$ cat config.mk
export PLATFORM = sky130hd
export DESIGN_NAME = selwait_list
export DESIGN_NICKNAME = d
export VERILOG_FILES = /design/src/rtl/selwait_pkg.sv /design/src/rtl/selwait_link_ram.sv /design/src/rtl/selwait_head_ctrl.sv /design/src/rtl/selwait_list.sv
export SDC_FILE = /design/constraint.sdc
export NUM_CORES = 2
export LEC_CHECK = 0
export BUFFER_PORTS_ARGS = -buffer_cell sky130_fd_sc_hd__buf_4
export CAP_MARGIN = 0
export CORE_MARGIN = 8
export CORE_UTILIZATION = 50
export CTS_BUF_LIST = sky130_fd_sc_hd__clkbuf_8
export CTS_CLUSTER_SIZE = 30
export DETAILED_ROUTE_END_ITERATION = 10
export HOLD_SLACK_MARGIN = 0.15
export PLACE_DENSITY = 0.73
export SLEW_MARGIN = 10
export SYNTH_ARGS = -nofsm -noshare
export SYNTH_HDL_FRONTEND = slang
export SYNTH_SLANG_ARGS = --single-unit
$ cat constraint.sdc
create_clock -name clk -period 38 [get_ports clk]
set_clock_uncertainty 0.05 [all_clocks]
set_input_delay 1.9 -clock clk [delete_from_list [all_inputs] [get_ports clk]]
set_output_delay 1.9 -clock clk [all_outputs]
set_load 0.1 [all_outputs]
$ cat src/rtl/selwait_pkg.sv
package selwait_pkg;
  // Decoded list operation for one cycle.
  typedef enum logic [1:0] {
    OP_IDLE = 2'd0,
    OP_PUSH = 2'd1,
    OP_POP  = 2'd2,
    OP_SWAP = 2'd3
  } list_op_e;
endpackage

$ cat src/rtl/selwait_link_ram.sv
// Next-pointer storage: one write port, one registered read port.
// A write to the address being read forwards the new data (write-first).
module selwait_link_ram #(
  parameter int IDX_W = 8
) (
  input  logic             clk,
  input  logic             wr_en,
  input  logic [IDX_W-1:0] wr_addr,
  input  logic [IDX_W-1:0] wr_data,
  input  logic [IDX_W-1:0] rd_addr,
  output logic [IDX_W-1:0] rd_data
);
  localparam int DEPTH = 1 << IDX_W;

  logic [IDX_W-1:0] mem [DEPTH];

  always_ff @(posedge clk) begin
    if (wr_en) mem[wr_addr] <= wr_data;
  end

  always_ff @(posedge clk) begin
    if (wr_en && (wr_addr == rd_addr)) rd_data <= wr_data;
    else                               rd_data <= mem[rd_addr];
  end
endmodule

$ cat src/rtl/selwait_head_ctrl.sv
// Head register, operation decode and next-state computation.
module selwait_head_ctrl
  import selwait_pkg::*;
#(
  parameter int IDX_W = 8
) (
  input  logic             clk,
  input  logic             rst,
  input  logic             push_valid,
  input  logic [IDX_W-1:0] push_idx,
  input  logic             pop_ack,
  input  logic [IDX_W-1:0] link_q,
  output logic             ram_we,
  output logic [IDX_W-1:0] ram_waddr,
  output logic [IDX_W-1:0] ram_wdata,
  output logic [IDX_W-1:0] ram_raddr,
  output logic [IDX_W-1:0] head_q,
  output logic             empty_q,
  output logic             err_q
);
  localparam logic [IDX_W-1:0] NULL_IDX = {IDX_W{1'b1}};

  list_op_e         op;
  logic             push_ok;
  logic             pop_ok;
  logic [IDX_W-1:0] after_pop;
  logic [IDX_W-1:0] head_nxt;

  assign push_ok = push_valid && (push_idx != NULL_IDX);
  assign pop_ok  = pop_ack && !empty_q;

  always_comb begin
    unique case ({pop_ok, push_ok})
      2'b01:   op = OP_PUSH;
      2'b10:   op = OP_POP;
      2'b11:   op = OP_SWAP;
      default: op = OP_IDLE;
    endcase
  end

  always_comb begin
    after_pop = head_q;
    head_nxt  = head_q;
    unique case (op)
      OP_PUSH: head_nxt = push_idx;
      OP_POP: begin
        after_pop = link_q;
        head_nxt  = link_q;
      end
      OP_SWAP: begin
        after_pop = link_q;
        head_nxt  = push_idx;
      end
      default: ;
    endcase
  end

  // The new entry links to the head left after any same-cycle pop.
  assign ram_we    = push_ok && !rst;
  assign ram_waddr = push_idx;
  assign ram_wdata = after_pop;
  // Keep the RAM output aligned with the link of the next head.
  assign ram_raddr = head_nxt;

  always_ff @(posedge clk) begin
    if (rst) begin
      head_q  <= NULL_IDX;
      empty_q <= 1'b1;
      err_q   <= 1'b0;
    end else begin
      head_q  <= head_nxt;
      empty_q <= (head_nxt == NULL_IDX);
      err_q   <= push_valid && (push_idx == NULL_IDX);
    end
  end

  a_r2_push_sets_head: assert property (@(posedge clk) disable iff (rst)
    push_ok |=> head_q == $past(push_idx));

  a_r3_pop_takes_link: assert property (@(posedge clk) disable iff (rst)
    (pop_ok && !push_ok) |=> head_q == $past(link_q));

  a_r4_pop_empty_ignored: assert property (@(posedge clk) disable iff (rst)
    (pop_ack && empty_q && !push_ok) |=> empty_q);

  a_r5_idle_holds: assert property (@(posedge clk) disable iff (rst)
    (!push_valid && !pop_ack) |=> $stable(head_q));

  a_r7_null_push_pulse: assert property (@(posedge clk) disable iff (rst)
    (push_valid && push_idx == NULL_IDX && !pop_ack) |=> (err_q && $stable(head_q)));

  a_r7_err_single: assert property (@(posedge clk) disable iff (rst)
    (err_q && !(push_valid && push_idx == NULL_IDX)) |=> !err_q);
endmodule

$ cat src/rtl/selwait_list.sv
// Waiting list of command-block indices awaiting bus selection.
module selwait_list #(
  parameter int IDX_W = 8
) (
  input  logic             clk,
  input  logic             rst,
  input  logic             push_valid,
  input  logic [IDX_W-1:0] push_idx,
  input  logic             pop_ack,
  output logic             head_valid,
  output logic [IDX_W-1:0] head_idx,
  output logic             list_empty,
  output logic             push_err
);
  localparam logic [IDX_W-1:0] NULL_IDX = {IDX_W{1'b1}};

  logic             ram_we;
  logic [IDX_W-1:0] ram_waddr;
  logic [IDX_W-1:0] ram_wdata;
  logic [IDX_W-1:0] ram_raddr;
  logic [IDX_W-1:0] link_q;
  logic             empty_q;

  selwait_head_ctrl #(.IDX_W(IDX_W)) u_ctrl (
    .clk        (clk),
    .rst        (rst),
    .push_valid (push_valid),
    .push_idx   (push_idx),
    .pop_ack    (pop_ack),
    .link_q     (link_q),
    .ram_we     (ram_we),
    .ram_waddr  (ram_waddr),
    .ram_wdata  (ram_wdata),
    .ram_raddr  (ram_raddr),
    .head_q     (head_idx),
    .empty_q    (empty_q),
    .err_q      (push_err)
  );

  selwait_link_ram #(.IDX_W(IDX_W)) u_links (
    .clk     (clk),
    .wr_en   (ram_we),
    .wr_addr (ram_waddr),
    .wr_data (ram_wdata),
    .rd_addr (ram_raddr),
    .rd_data (link_q)
  );

  assign list_empty = empty_q;
  assign head_valid = !empty_q;

  a_r8_empty_matches_head: assert property (@(posedge clk) disable iff (rst)
    list_empty == (head_idx == NULL_IDX));

  a_r1_reset_state: assert property (@(posedge clk)
    rst |=> (list_empty && head_idx == NULL_IDX && !push_err));
endmodule

; After elaboration in Yosys (flattened, before gate mapping)
; Memory sizes are Yosys's and may differ from the RTL's. A register that Yosys moved wholly into a read port is not among the register bits.
; Cells that the tools add are included.
[op_classes]
eq_ne = 9
n_mux = 5
reduce_logical = 8
[ops]
columns = op, n
row1 = $eq 8x8->1 const B, 2
row2 = $pmux 8 s2, 1
row3 = $eq 2x2->1 const B, 4
row4 = $mux 8, 1
row5 = $ne 8x8->1 const B, 1
row6 = $pmux 2 s3, 1
row7 = $eq 2x1->1 const B, 2
row8 = $logic_and 1x1->1, 4
row9 = $reduce_or 2->1, 2
row10 = $logic_not 1->1, 2
row11 = $mux 1, 2
[word_totals]
register_bits = 10
mem_bits_rw = 2048
in_bits = 12
out_inout_bits = 11
wordCells = 26
memories = 1
[mem_list]
columns = memory, words, word_bits, read_ports, rd_ports_with_merged_regs, wr, line
row1 = u_links.mem, 256, 8, 1, 1, 1, selwait_link_ram.sv:15  ; logic [IDX_W-1:0] mem [DEPTH];

; Longest topological paths before layout
[depth]
depth_word = 8
mapped_depth = 16
depth_no_buf = 9

; By module
; From an unflattened synthesis, not the netlist that was laid out.
[unflattened]
cells_unflattened = 3804
hier_area_um2 = 80205.7
[modules_own_cells]
columns = module, instances, cells_per_inst, area_each_um2, seq_area_each_um2
row1 = selwait_link_ram, 1, 3733, 79556.3, 61659.1
row2 = selwait_head_ctrl, 1, 70, 645.6, 200.2
row3 = selwait_list, 1, 1, 3.8, 0.0

; Worst setup path before layout
; No wires, ideal clock.
[synth_path]
kind = input -> register
from = input port pop_ack
to = memory u_links.mem[0][1] (data pin)
setup_ps = 2992
t_arrival_ps = 16690
t_required_ps = 34958
setup_slack_ps = 18269
stages = 3
path_buffers = 1
cell_sequence = nand2_1 -> clkbuf_1 -> o41ai_1
[synth_via]
elab_chain_cells = 6
word_cells_on_any_way = 9
classes_between = eq/ne (5) / mux (2) / reduce/logical (2)
[synth_rtl]
columns = item, line
row1 = start: declaration, selwait_list.sv:9  ; input logic pop_ack,
row2 = $logic_and 1x1->1 (*), selwait_head_ctrl.sv:30  ; assign pop_ok = pop_ack && !empty_q;
row3 = $eq 2x2->1 or $eq 2x1->1 (tied branches), selwait_head_ctrl.sv:33  ; unique case ({pop_ok, push_ok})
row4 = $pmux 2 s3 (*), selwait_head_ctrl.sv:33
row5 = $eq 2x2->1, selwait_head_ctrl.sv:44  ; unique case (op)
row6 = $reduce_or 2->1 (no source line) (*), -
row7 = $mux 8 (*), selwait_head_ctrl.sv:44
row8 = via ram_wdata[1], selwait_list.sv:19  ; logic [IDX_W-1:0] ram_wdata;
row9 = end: declaration, selwait_link_ram.sv:15
; The timed path passes the listed nets; every way through them passes the cells marked *.

==> summary.txt <==
STA
  • Final count of pins violating max slew: 0
  • Hold Fails Final Rpt: 0
  • Slew @ Worst Pin: 1.41 ns
  • F_max: between 100 and 150 MHz
  • Final worst setup slack: slightly above 30 ns
  • Slew Limit Headroom: around 5.3%
  • Hold WS: around 0.86 ns
  • Final min period: 7.22 ns
  • Endpoints failing setup: 0
  • Setup TNS: 0 ns
  • RSZ-0062 raised after global routing: no
  • Crit share post-route: a little under a fifth

Global route
  • Initial antenna violation count: 9
  • Overall Global Routing Usage: 23.7%
  • Largest net degree at the start of global routing: 259
  • GRT overflow: 0
  • First-pass GRT wire length: 299000 um
  • Vias in the first global route: 41463

Place
  • Post-DP HPWL: approximately 130000 um
  • Placed instance area: 82900 um2
  • Pre-CTS WS: slightly above 30 ns
  • GP Congestion: 0.889
  • Port-buffer cells: 22

Yosys
  • Area contributors post-synth: edfxtp_1, mux4_2, mux2i_1, nor2_1, o221ai_1
  • Synth unique cells: between 70 and 80
  • Sequential area share after synthesis: 76.5%
  • Yosys warns: 0
  • Multiplexer share of the synthesized area: roughly 15%
  • Synth Area in Adders: 0%
  • Synth Area in Simple Gates: under 10%
  • Ys async rst share: 0%
  • Synthesized flop and latch total: 2066
  • Area of the mapped netlist: 80800 um2
  • Yosys top cell area share: between 70% and 80%
  • Commonest cells in the netlist: edfxtp_1, mux4_2, nor2_1
  • Avg Synthesized Cell Area: 20.7 um2
  • Main synth FF type: edfxtp_1
  • Count leader, synth: edfxtp_1
  • Cells after Synth: slightly below 4000
  • Number of synthesized flops with an enable pin: 2048
  • Combinational family with the most area after synthesis: multiplexers
  • Post-synth top area cell: edfxtp_1
  • Compound-cell area share of the yosys netlist: 3.46%
  • XOR/XNOR share of the synthesized area: 0%

Routing
  • Vias: around 42000
  • Post-route antenna net violation count: 0
  • Drt via density: ~6.5
  • Drt wl/cell: between 30 and 40 um
  • Starting DRT DRC Count: 6726
  • Final wirelength: 211000 um
  • DRC errors left: 0
  • Detailed Routing Iterations Pass 1: 9

Setup path
  • Cell depth of the worst flop-to-flop path: 13
  • Worst Setup Start Kind: flip-flop
  • Most used cell, CP: buf_4
  • Cells along the critical path: buf_12, nand2_4, buf_4, o221ai_1, o22ai_1, a211oi_1, o311ai_1, o31ai_4, buf_4, buf_4, mux2_2, nand3_1, o31ai_1
  • Worst path arrival time: 8.06 ns
  • Kind of critical path: flip-flop to flip-flop
  • CP required: 38.84 ns
  • Worst stage delay on the critical path: 1.09 ns
  • Slowest cell on crit path: a211oi_1
  • R2r setup slk: roughly 31 ns
  • Critical R2R Capture: u_ctrl.empty_q
  • Crit-path max FO: 105
  • Worst Setup End Kind: flip-flop

Min path
  • HP Class: flip-flop to flip-flop
  • Worst Hold Launch: u_ctrl.head_q[6]
  • Worst hold path depth: 3

Final layout
  • Fillcell total: 11722
  • Layout area overhead: 9.56%
  • Area occupied by multi-input gates: 17400 um2
  • Design Area, Final: 88500 um2
  • Share of layout cells above drive strength 1: between 20% and 30%
  • Layout Nets: about 4000
  • Register area: 61900 um2

CTS
  • Clock root buffer: clkbuf_8
  • CTS tree: yes
  • Hold Buf Count CTS: 0
  • H-tree depth: 5
  • Post-CTS setup buffer count: 0
  • CTS max path bufs: 4
  • CTS Buf Count: around 330
  • Worst skew pair latency: 1.04 ns
  • Clock-pin transition on the worst setup and hold timing paths: 0.07 ns
  • PostCTS Resize Cnt: 0
  • Clk sinks: 2066

Power and ir drop
  • P per Cell Area: 54.2 nW/um2
  • VDD IR-drop max: 47.4 uV
  • LEAKAGE: 28.0 nW

Die
  • Site row count: 147
  • Die area: 175000 um2
  • Core ar.: roughly 160000 um2
  • Num ports: 23
  • Die Span Y: 418 um
  • Initial Utilization: a little over 50%
  • Die width: 418 um

Job
  • Number of max-cap violations: 0

Run status
  • Status: finished, final reports clean
==> placed cells by master, fill, tap and decap left out, types with 6 or more instances in the layout <==
| cell | synthesis | routed |
|---|---|---|
| a2111oi_0 | 7 | 6 |
| a211oi_1 | 18 | 18 |
| a21oi_1 | 59 | 59 |
| a221oi_1 | 23 | 23 |
| a22o_1 | 20 | 20 |
| a22oi_1 | 53 | 53 |
| a31oi_1 | 13 | 13 |
| and2_1 | 8 | 8 |
| and3_1 | 6 | 6 |
| buf_12 | 5 | 6 |
| buf_4 | 40 | 100 |
| clkbuf_8 | 0 | 331 |
| clkinv_1 | 2 | 76 |
| clkinv_2 | 0 | 38 |
| conb_1 | 1 | 8 |
| dfxtp_1 | 18 | 13 |
| diode_2 | 0 | 6 |
| edfxtp_1 | 2048 | 2048 |
| inv_1 | 6 | 96 |
| mux2_2 | 19 | 19 |
| mux2i_1 | 231 | 231 |
| mux4_2 | 430 | 430 |
| nand2_1 | 101 | 100 |
| nand2b_1 | 8 | 7 |
| nand3_1 | 35 | 34 |
| nand4_1 | 11 | 11 |
| nor2_1 | 294 | 292 |
| nor2b_1 | 25 | 21 |
| nor3_1 | 14 | 14 |
| o211ai_1 | 6 | 6 |
| o21ai_0 | 31 | 31 |
| o221ai_1 | 65 | 65 |
| o22ai_1 | 41 | 41 |
==> metal layers <==
layer / vias to the layer above / part of all wire (%) / routed length (um) / track usage (%)
met3: 599 / 13 / 26500 / 7.12
met5: - / 0.061 / 128 / 0
met2: 3054 / 46 / 96200 / 35.3
met4: 4 / 5.1 / 10800 / 11.3
li1: 16678 / - / - / -
met1: 21827 / 37 / 77700 / 32.2
==> worst max path at each step <==
stage | to | slack (ns) | cells after the start
CTS | u_ctrl.empty_q | 31.03 | 13
global route | u_links.mem[3][4] | 30.84 | 10
finish | u_ctrl.empty_q | 30.78 | 13
floorplan | u_links.mem[0][1] | 18.27 | 3
detailed placement | u_ctrl.empty_q | 31.06 | 13
global placement | u_links.mem[66][2] | 31.14 | 10
==> worst max-delay path, delay by kind of cell, from the launching register on <==
kind            cells  cell delay [ns]
mux                 1             0.36
simple gates        2             0.46
flops               1             0.71
buf+inv             4             2.28
compound gates      6             2.79
==> flip-flops by register name (all words and copies together) (netlist names), named ones only <==
register        cells
u_ctrl.head_q       8
u_ctrl.empty_q      1
u_links.mem      2048
u_ctrl.err_q        1
==> where the power goes <==
part	switching [mW]	total, mW	leakage [nW]	internal, mW
Sequential	0.0154	2.60	18.3	2.58
Clock	0.843	1.68	3.22	0.840
Combinational	0.358	0.515	6.40	0.156
==> through the flow <==
stage          utilization, %  power (mW)  instances
2_1_floorplan               -        3.00       3905
3_3_place_gp             51.6        3.14       5940
3_5_place_dp             51.6        3.15       5940
4_1_cts                  55.1        4.80       6490
5_1_grt                  55.1        4.92       6493
6_report                 55.1        4.80       6496
==> cell families (layout without fill, tap and decap cells) <==
family / Yosys count / after routing
compound gates: 381 / 381
buf+inv: 241 / 666
flops: 2066 / 2066
mux: 680 / 680
other cells: 1 / 14
simple gates: 529 / 529
==> layout make-up <==
type | count | area share, %
Antenna cell | 6 | 0.0170
Clock buffer | 331 | 5.14
Clock inverter | 219 | 1.17
Inverter | 9 | 0.0438
Multi-Input combinational cell | 1598 | 19.7
Sequential cell | 2066 | 69.9
Tap cell | 2160 | 3.05
Timing Repair Buffer | 107 | 0.996
(Power assumes the default switching activity.)
